**config.mk**
```make
export PLATFORM = sky130hd
export DESIGN_NAME = disp_irq_bank
export DESIGN_NICKNAME = d
export VERILOG_FILES = /design/src/rtl/disp_irq_pkg.sv /design/src/rtl/disp_irq_ctrl.sv /design/src/rtl/disp_irq_dp.sv /design/src/rtl/disp_irq_bank.sv
export SDC_FILE = /design/constraint.sdc
export NUM_CORES = 1
export LEC_CHECK = 0
export BUFFER_PORTS_ARGS = -buffer_cell sky130_fd_sc_hd__clkbuf_2
export CAP_MARGIN = 20
export CORE_UTILIZATION = 47
export CTS_CLUSTER_DIAMETER = 30
export DETAILED_ROUTE_END_ITERATION = 16
export HOLD_SLACK_MARGIN = 0.1
export PLACE_DENSITY = 0.89
export SYNTH_ARGS = -nofsm -noshare
export SYNTH_HDL_FRONTEND = slang
export SYNTH_SLANG_ARGS = --single-unit
```
**constraint.sdc**
```tcl
create_clock -name clk -period 1.6 [get_ports clk]
set_clock_uncertainty 0.1 [all_clocks]
set_input_delay 0.24 -clock clk [delete_from_list [all_inputs] [get_ports clk]]
set_output_delay 0.24 -clock clk [all_outputs]
set_load 0.005 [all_outputs]
```
**src/rtl/disp_irq_pkg.sv**
```systemverilog
package disp_irq_pkg;

  localparam int ADDR_W = 3;

  localparam logic [ADDR_W-1:0] OFS_RAW   = 3'd0;
  localparam logic [ADDR_W-1:0] OFS_STAT  = 3'd1;
  localparam logic [ADDR_W-1:0] OFS_ENSET = 3'd2;
  localparam logic [ADDR_W-1:0] OFS_ENCLR = 3'd3;
  localparam logic [ADDR_W-1:0] OFS_WAKE  = 3'd4;

  typedef enum logic [2:0] {
    SEL_RAW,
    SEL_STAT,
    SEL_EN,
    SEL_WAKE,
    SEL_NONE
  } rdSel_e;

  typedef struct packed {
    logic clrEvt;
    logic setEn;
    logic clrEn;
    logic loadWake;
  } wrStrobe_t;

endpackage

```
**src/rtl/disp_irq_ctrl.sv**
```systemverilog
module disp_irq_ctrl
  import disp_irq_pkg::*;
(
  input  logic              wrEn,
  input  logic [ADDR_W-1:0] addr,
  output wrStrobe_t         stb,
  output rdSel_e            rdSel
);

  always_comb begin
    stb = '0;
    if (wrEn) begin
      unique case (addr)
        OFS_STAT:  stb.clrEvt   = 1'b1;
        OFS_ENSET: stb.setEn    = 1'b1;
        OFS_ENCLR: stb.clrEn    = 1'b1;
        OFS_WAKE:  stb.loadWake = 1'b1;
        default:   stb          = '0;
      endcase
    end
  end

  always_comb begin
    unique case (addr)
      OFS_RAW:   rdSel = SEL_RAW;
      OFS_STAT:  rdSel = SEL_STAT;
      OFS_ENSET: rdSel = SEL_EN;
      OFS_ENCLR: rdSel = SEL_EN;
      OFS_WAKE:  rdSel = SEL_WAKE;
      default:   rdSel = SEL_NONE;
    endcase
  end

endmodule

```
**src/rtl/disp_irq_dp.sv**
```systemverilog
module disp_irq_dp
  import disp_irq_pkg::*;
#(
  parameter int NUM_EVENTS = 8,
  parameter int DATA_W     = 32
) (
  input  logic                  clk,
  input  logic                  rstN,
  input  wrStrobe_t             stb,
  input  rdSel_e                rdSel,
  input  logic [DATA_W-1:0]     wrData,
  input  logic [NUM_EVENTS-1:0] evtVec,
  output logic [DATA_W-1:0]     rdData,
  output logic [NUM_EVENTS-1:0] rawVec,
  output logic [NUM_EVENTS-1:0] enVec,
  output logic [NUM_EVENTS-1:0] wakeVec,
  output logic                  irqOut
);

  logic [NUM_EVENTS-1:0] wrMask;
  logic [NUM_EVENTS-1:0] rawQ, rawNext;
  logic [NUM_EVENTS-1:0] enQ, enNext;
  logic [NUM_EVENTS-1:0] wakeQ;
  logic [NUM_EVENTS-1:0] pendVec;

  assign wrMask = wrData[NUM_EVENTS-1:0];

  for (genvar b = 0; b < NUM_EVENTS; b++) begin : g_bit
    // an incoming pulse outranks a clear on the same bit
    assign rawNext[b] = evtVec[b] | (rawQ[b] & ~(stb.clrEvt & wrMask[b]));
    assign enNext[b]  = (enQ[b] | (stb.setEn & wrMask[b])) & ~(stb.clrEn & wrMask[b]);
    assign pendVec[b] = rawQ[b] & enQ[b];
  end

  always_ff @(posedge clk) begin
    if (!rstN) begin
      rawQ  <= '0;
      enQ   <= '0;
      wakeQ <= '0;
    end else begin
      rawQ <= rawNext;
      enQ  <= enNext;
      if (stb.loadWake) wakeQ <= wrMask;
    end
  end

  always_comb begin
    rdData = '0;
    unique case (rdSel)
      SEL_RAW:  rdData[NUM_EVENTS-1:0] = rawQ;
      SEL_STAT: rdData[NUM_EVENTS-1:0] = pendVec;
      SEL_EN:   rdData[NUM_EVENTS-1:0] = enQ;
      SEL_WAKE: rdData[NUM_EVENTS-1:0] = wakeQ;
      default:  rdData = '0;
    endcase
  end

  assign irqOut  = |pendVec;
  assign rawVec  = rawQ;
  assign enVec   = enQ;
  assign wakeVec = wakeQ;

endmodule

```
**src/rtl/disp_irq_bank.sv**
```systemverilog
module disp_irq_bank
  import disp_irq_pkg::*;
#(
  parameter int NUM_EVENTS     = 8,
  parameter int DATA_W         = 32,
  parameter int FRAME_DONE_BIT = 0
) (
  input  logic                  clk,
  input  logic                  rstN,
  input  logic                  wrEn,
  input  logic [2:0]            addr,
  input  logic [DATA_W-1:0]     wrData,
  output logic [DATA_W-1:0]     rdData,
  input  logic [NUM_EVENTS-1:0] evtPulse,
  input  logic                  frameDone,
  output logic                  irqOut
);

  localparam logic [NUM_EVENTS-1:0] FD_ONEHOT = NUM_EVENTS'(1) << FRAME_DONE_BIT;

  wrStrobe_t             stb;
  rdSel_e                rdSel;
  logic [NUM_EVENTS-1:0] evtAll;
  logic [NUM_EVENTS-1:0] rawVec;
  logic [NUM_EVENTS-1:0] enVec;
  logic [NUM_EVENTS-1:0] wakeVec;

  assign evtAll = evtPulse | (FD_ONEHOT & {NUM_EVENTS{frameDone}});

  disp_irq_ctrl u_ctrl (
    .wrEn  (wrEn),
    .addr  (addr),
    .stb   (stb),
    .rdSel (rdSel)
  );

  disp_irq_dp #(
    .NUM_EVENTS (NUM_EVENTS),
    .DATA_W     (DATA_W)
  ) u_dp (
    .clk     (clk),
    .rstN    (rstN),
    .stb     (stb),
    .rdSel   (rdSel),
    .wrData  (wrData),
    .evtVec  (evtAll),
    .rdData  (rdData),
    .rawVec  (rawVec),
    .enVec   (enVec),
    .wakeVec (wakeVec),
    .irqOut  (irqOut)
  );

endmodule

```
==> metrics.json <==
{
  "place": {
    "place.port_buffers": 31,
    "gpl.final_weighted_congestion": 0.799,
    "dp_hpwl_um": 2300,
    "placed_cells": 211
  },
  "job": {
    "max-cap-violations": 0
  },
  "sta": {
    "rsz0062_at_grt": "no",
    "final.min_clock_period_ns": 1.57,
    "fin_tns_setup_ns": 0,
    "slew_viol_final": 0,
    "hold_viol_final": 0,
    "finalCritPeriodShare_pct": 98.1,
    "max_freq_ghz": 0.637,
    "setup_violations": 0
  },
  "floorplan": {
    "design.portCount": 80,
    "start_util_pct": 50.0,
    "num_rows": 19,
    "die_width_um": 56.1,
    "floorplan.core_area_mm2": 0.00276,
    "die_h_um": 56.1,
    "die_area_mm2": 0.00315
  },
  "finish": {
    "finalNonFillerCells": 233,
    "final_core_utilization_pct": 62.3,
    "filler_cell_count": 242,
    "layout-drive-gt1-share_pct": 28.2,
    "syn_to_final_growth_pct": 24.7,
    "final_cell_mix": "sky130_fd_sc_hd__clkbuf_2, sky130_fd_sc_hd__conb_1, sky130_fd_sc_hd__dfxtp_1",
    "final_common_cell": "sky130_fd_sc_hd__clkbuf_2",
    "layout.nets": 251,
    "num_antenna_cells": 0
  },
  "detailed_routing": {
    "drt.antenna.violating_nets": 0,
    "remaining_design_rule_violation_count": 0,
    "detail_route.wirelength_um": 3190,
    "detailedRoute.firstIterationViolations": 38,
    "route.vias.total": 1240,
    "drt-pass1-iter-count": 4,
    "routedWlPerCell_um": 13.7,
    "drt-vias-per-instance": 5.32
  },
  "clock_network": {
    "numCtsBuffers": 3,
    "clock_tree.buffer_depth": 2,
    "tritoncts": "done",
    "clock_sinks": 24,
    "clkTransAtPathRegs_ns": 0.12,
    "clockRootBuffer": "sky130_fd_sc_hd__clkbuf_4",
    "h-tree-depth": 1,
    "insertion_delay_ns": 0.32,
    "post-cts-setup-buffer-count": 0
  },
  "power": {
    "p_per_area_mw_per_mm2": 653,
    "power.total_mw": 1.12,
    "power.leakage_nw": 0.763,
    "vdd_drop_max_uv": 544
  },
  "yosys": {
    "synth.ff_latch_count": 24,
    "synth.yosys.warnings": 0,
    "synth.yosys.seq_area_share_pct": 34.9,
    "syn_avg_cell_area_um2": 9.31,
    "synth_area_mm2": 0.00138,
    "number_of_standard_cells_after_synthesis": 148,
    "synth.lib_cells_used.distinct": 24
  },
  "worst_setup_path": {
    "crit_type": "primary input to register",
    "cp.arrival_ns": 1.69,
    "worstPathMaxFanout": 1,
    "worst_ep_required_time_ns": 1.72,
    "timing.critical_path.to_type": "register",
    "cp-start-kind": "primary input"
  },
  "min_path": {
    "worstHoldPathType": "primary input to register"
  },
  "grt": {
    "first_global_vias": 1202,
    "grt_antenna_before_repair": 0,
    "wire_length_of_the_first_global_routing_pass_um": 5180,
    "grt_start_max_net_pins": 13,
    "grt_usage_pct": 21.2,
    "overflow": 0
  },
  "outcome": {
    "outcome": "complete, no violations"
  }
}
what timing repair did:
| action | 4_1_cts | 5_1_grt |
|---|---|---|
| gates resized for setup | 0 | 2 |
| setup endpoints to repair | 0 | 2 |
| hold endpoints to repair | 16 | 0 |
| hold buffers | 19 | 0 |
power breakdown:
group / switching, mW / internal (mW)
registers: 0.0225 / 0.621
logic: 0.110 / 0.110
clock network: 0.171 / 0.0884
through the flow:
step,cell area [um2],setup WS [ns],hold WS [ns]
finish,1720,0.0306,0.139
global route,1720,0.0130,0.143
CTS,1710,0.0324,0.134
detailed placement,1500,0.127,0.377
global placement,1500,0.159,0.357
floorplan,1460,0.245,0.233
layout make-up:
type	count	area, um2	share of cell area [%]
inverter	9	33.8	1.97
sequential	24	480	28.0
timing repair buffer	60	420	24.5
multi-input combinational	106	722	42.0
clock buffer	3	22.5	1.31
tap	31	38.8	2.26
synth_stat cells (all sizes together):
cell	number	area [um2]
a22oi	4	30.0
a31oi	7	43.8
nor4bb	1	25.0
nand4	1	6.26
conb	1	3.75
dfxtp	24	480
inv	9	33.8
a21oi	8	40.0
and4	1	8.76
clkbuf	2	7.51
and4bb	2	25.0
nor2	8	30.0
o211ai	8	60.1
a21boi	1	7.51
a211oi	8	100
o21ai	15	75.1
mux2i	16	160
o31a	1	8.76
or2	1	6.26
buf	30	225
cell families (layout without fill, tap and decap cells):
kind of cell | Yosys count | after routing | share of synthesized area (%)
multiplexers | 16 | 16 | 11.6
buffers and inverters | 41 | 72 | 19.3
flip-flops | 24 | 24 | 34.9
AO/OA/AOI/OAI | 52 | 52 | 26.5
AND/OR/NAND/NOR | 14 | 14 | 7.36
other | 1 | 24 | 0.272
critical path, stage by stage:
cell	delay, ns
sky130_fd_sc_hd__dlygate4sd3_1	0.54
sky130_fd_sc_hd__clkbuf_2	0.10
sky130_fd_sc_hd__o31a_1	0.26
sky130_fd_sc_hd__dlygate4sd3_1	0.54
flip-flops by register name, summed over array words and instances, names as in the netlist:
signal and flops:
u_dp.enVec 8, u_dp.rawVec 8, u_dp.wakeVec 8
worst paths after layout:
kind / start / endpoint / slack, ns / depth (start not counted)
max reg2reg: u_dp.rawVec[0]$_SDFF_PN0_ / u_dp.rawVec[0]$_SDFF_PN0_ / 0.13 / 3
max: evtPulse[0] / u_dp.rawVec[0]$_SDFF_PN0_ / 0.03 / 4
min: wrData[0] / u_dp.wakeVec[0]$_SDFFE_PN0P_ / 0.14 / 3
min reg2reg: u_dp.wakeVec[3]$_SDFFE_PN0P_ / u_dp.wakeVec[3]$_SDFFE_PN0P_ / 0.42 / 2
routing by layer:
| metal | wire [um] | up-vias | global-route usage (%) | part of all wire [%] |
|---|---|---|---|---|
| met3 | 197 | 16 | 4.65 | 6.2 |
| met4 | 137 | 0 | 14.3 | 4.3 |
| li1 | - | 593 | - | - |
| met2 | 1490 | 55 | 33.2 | 47 |
| met1 | 1370 | 576 | 25.8 | 43 |
| met5 | 0 | - | 0 | 0 |
Power figures use the tool's default switching activity.
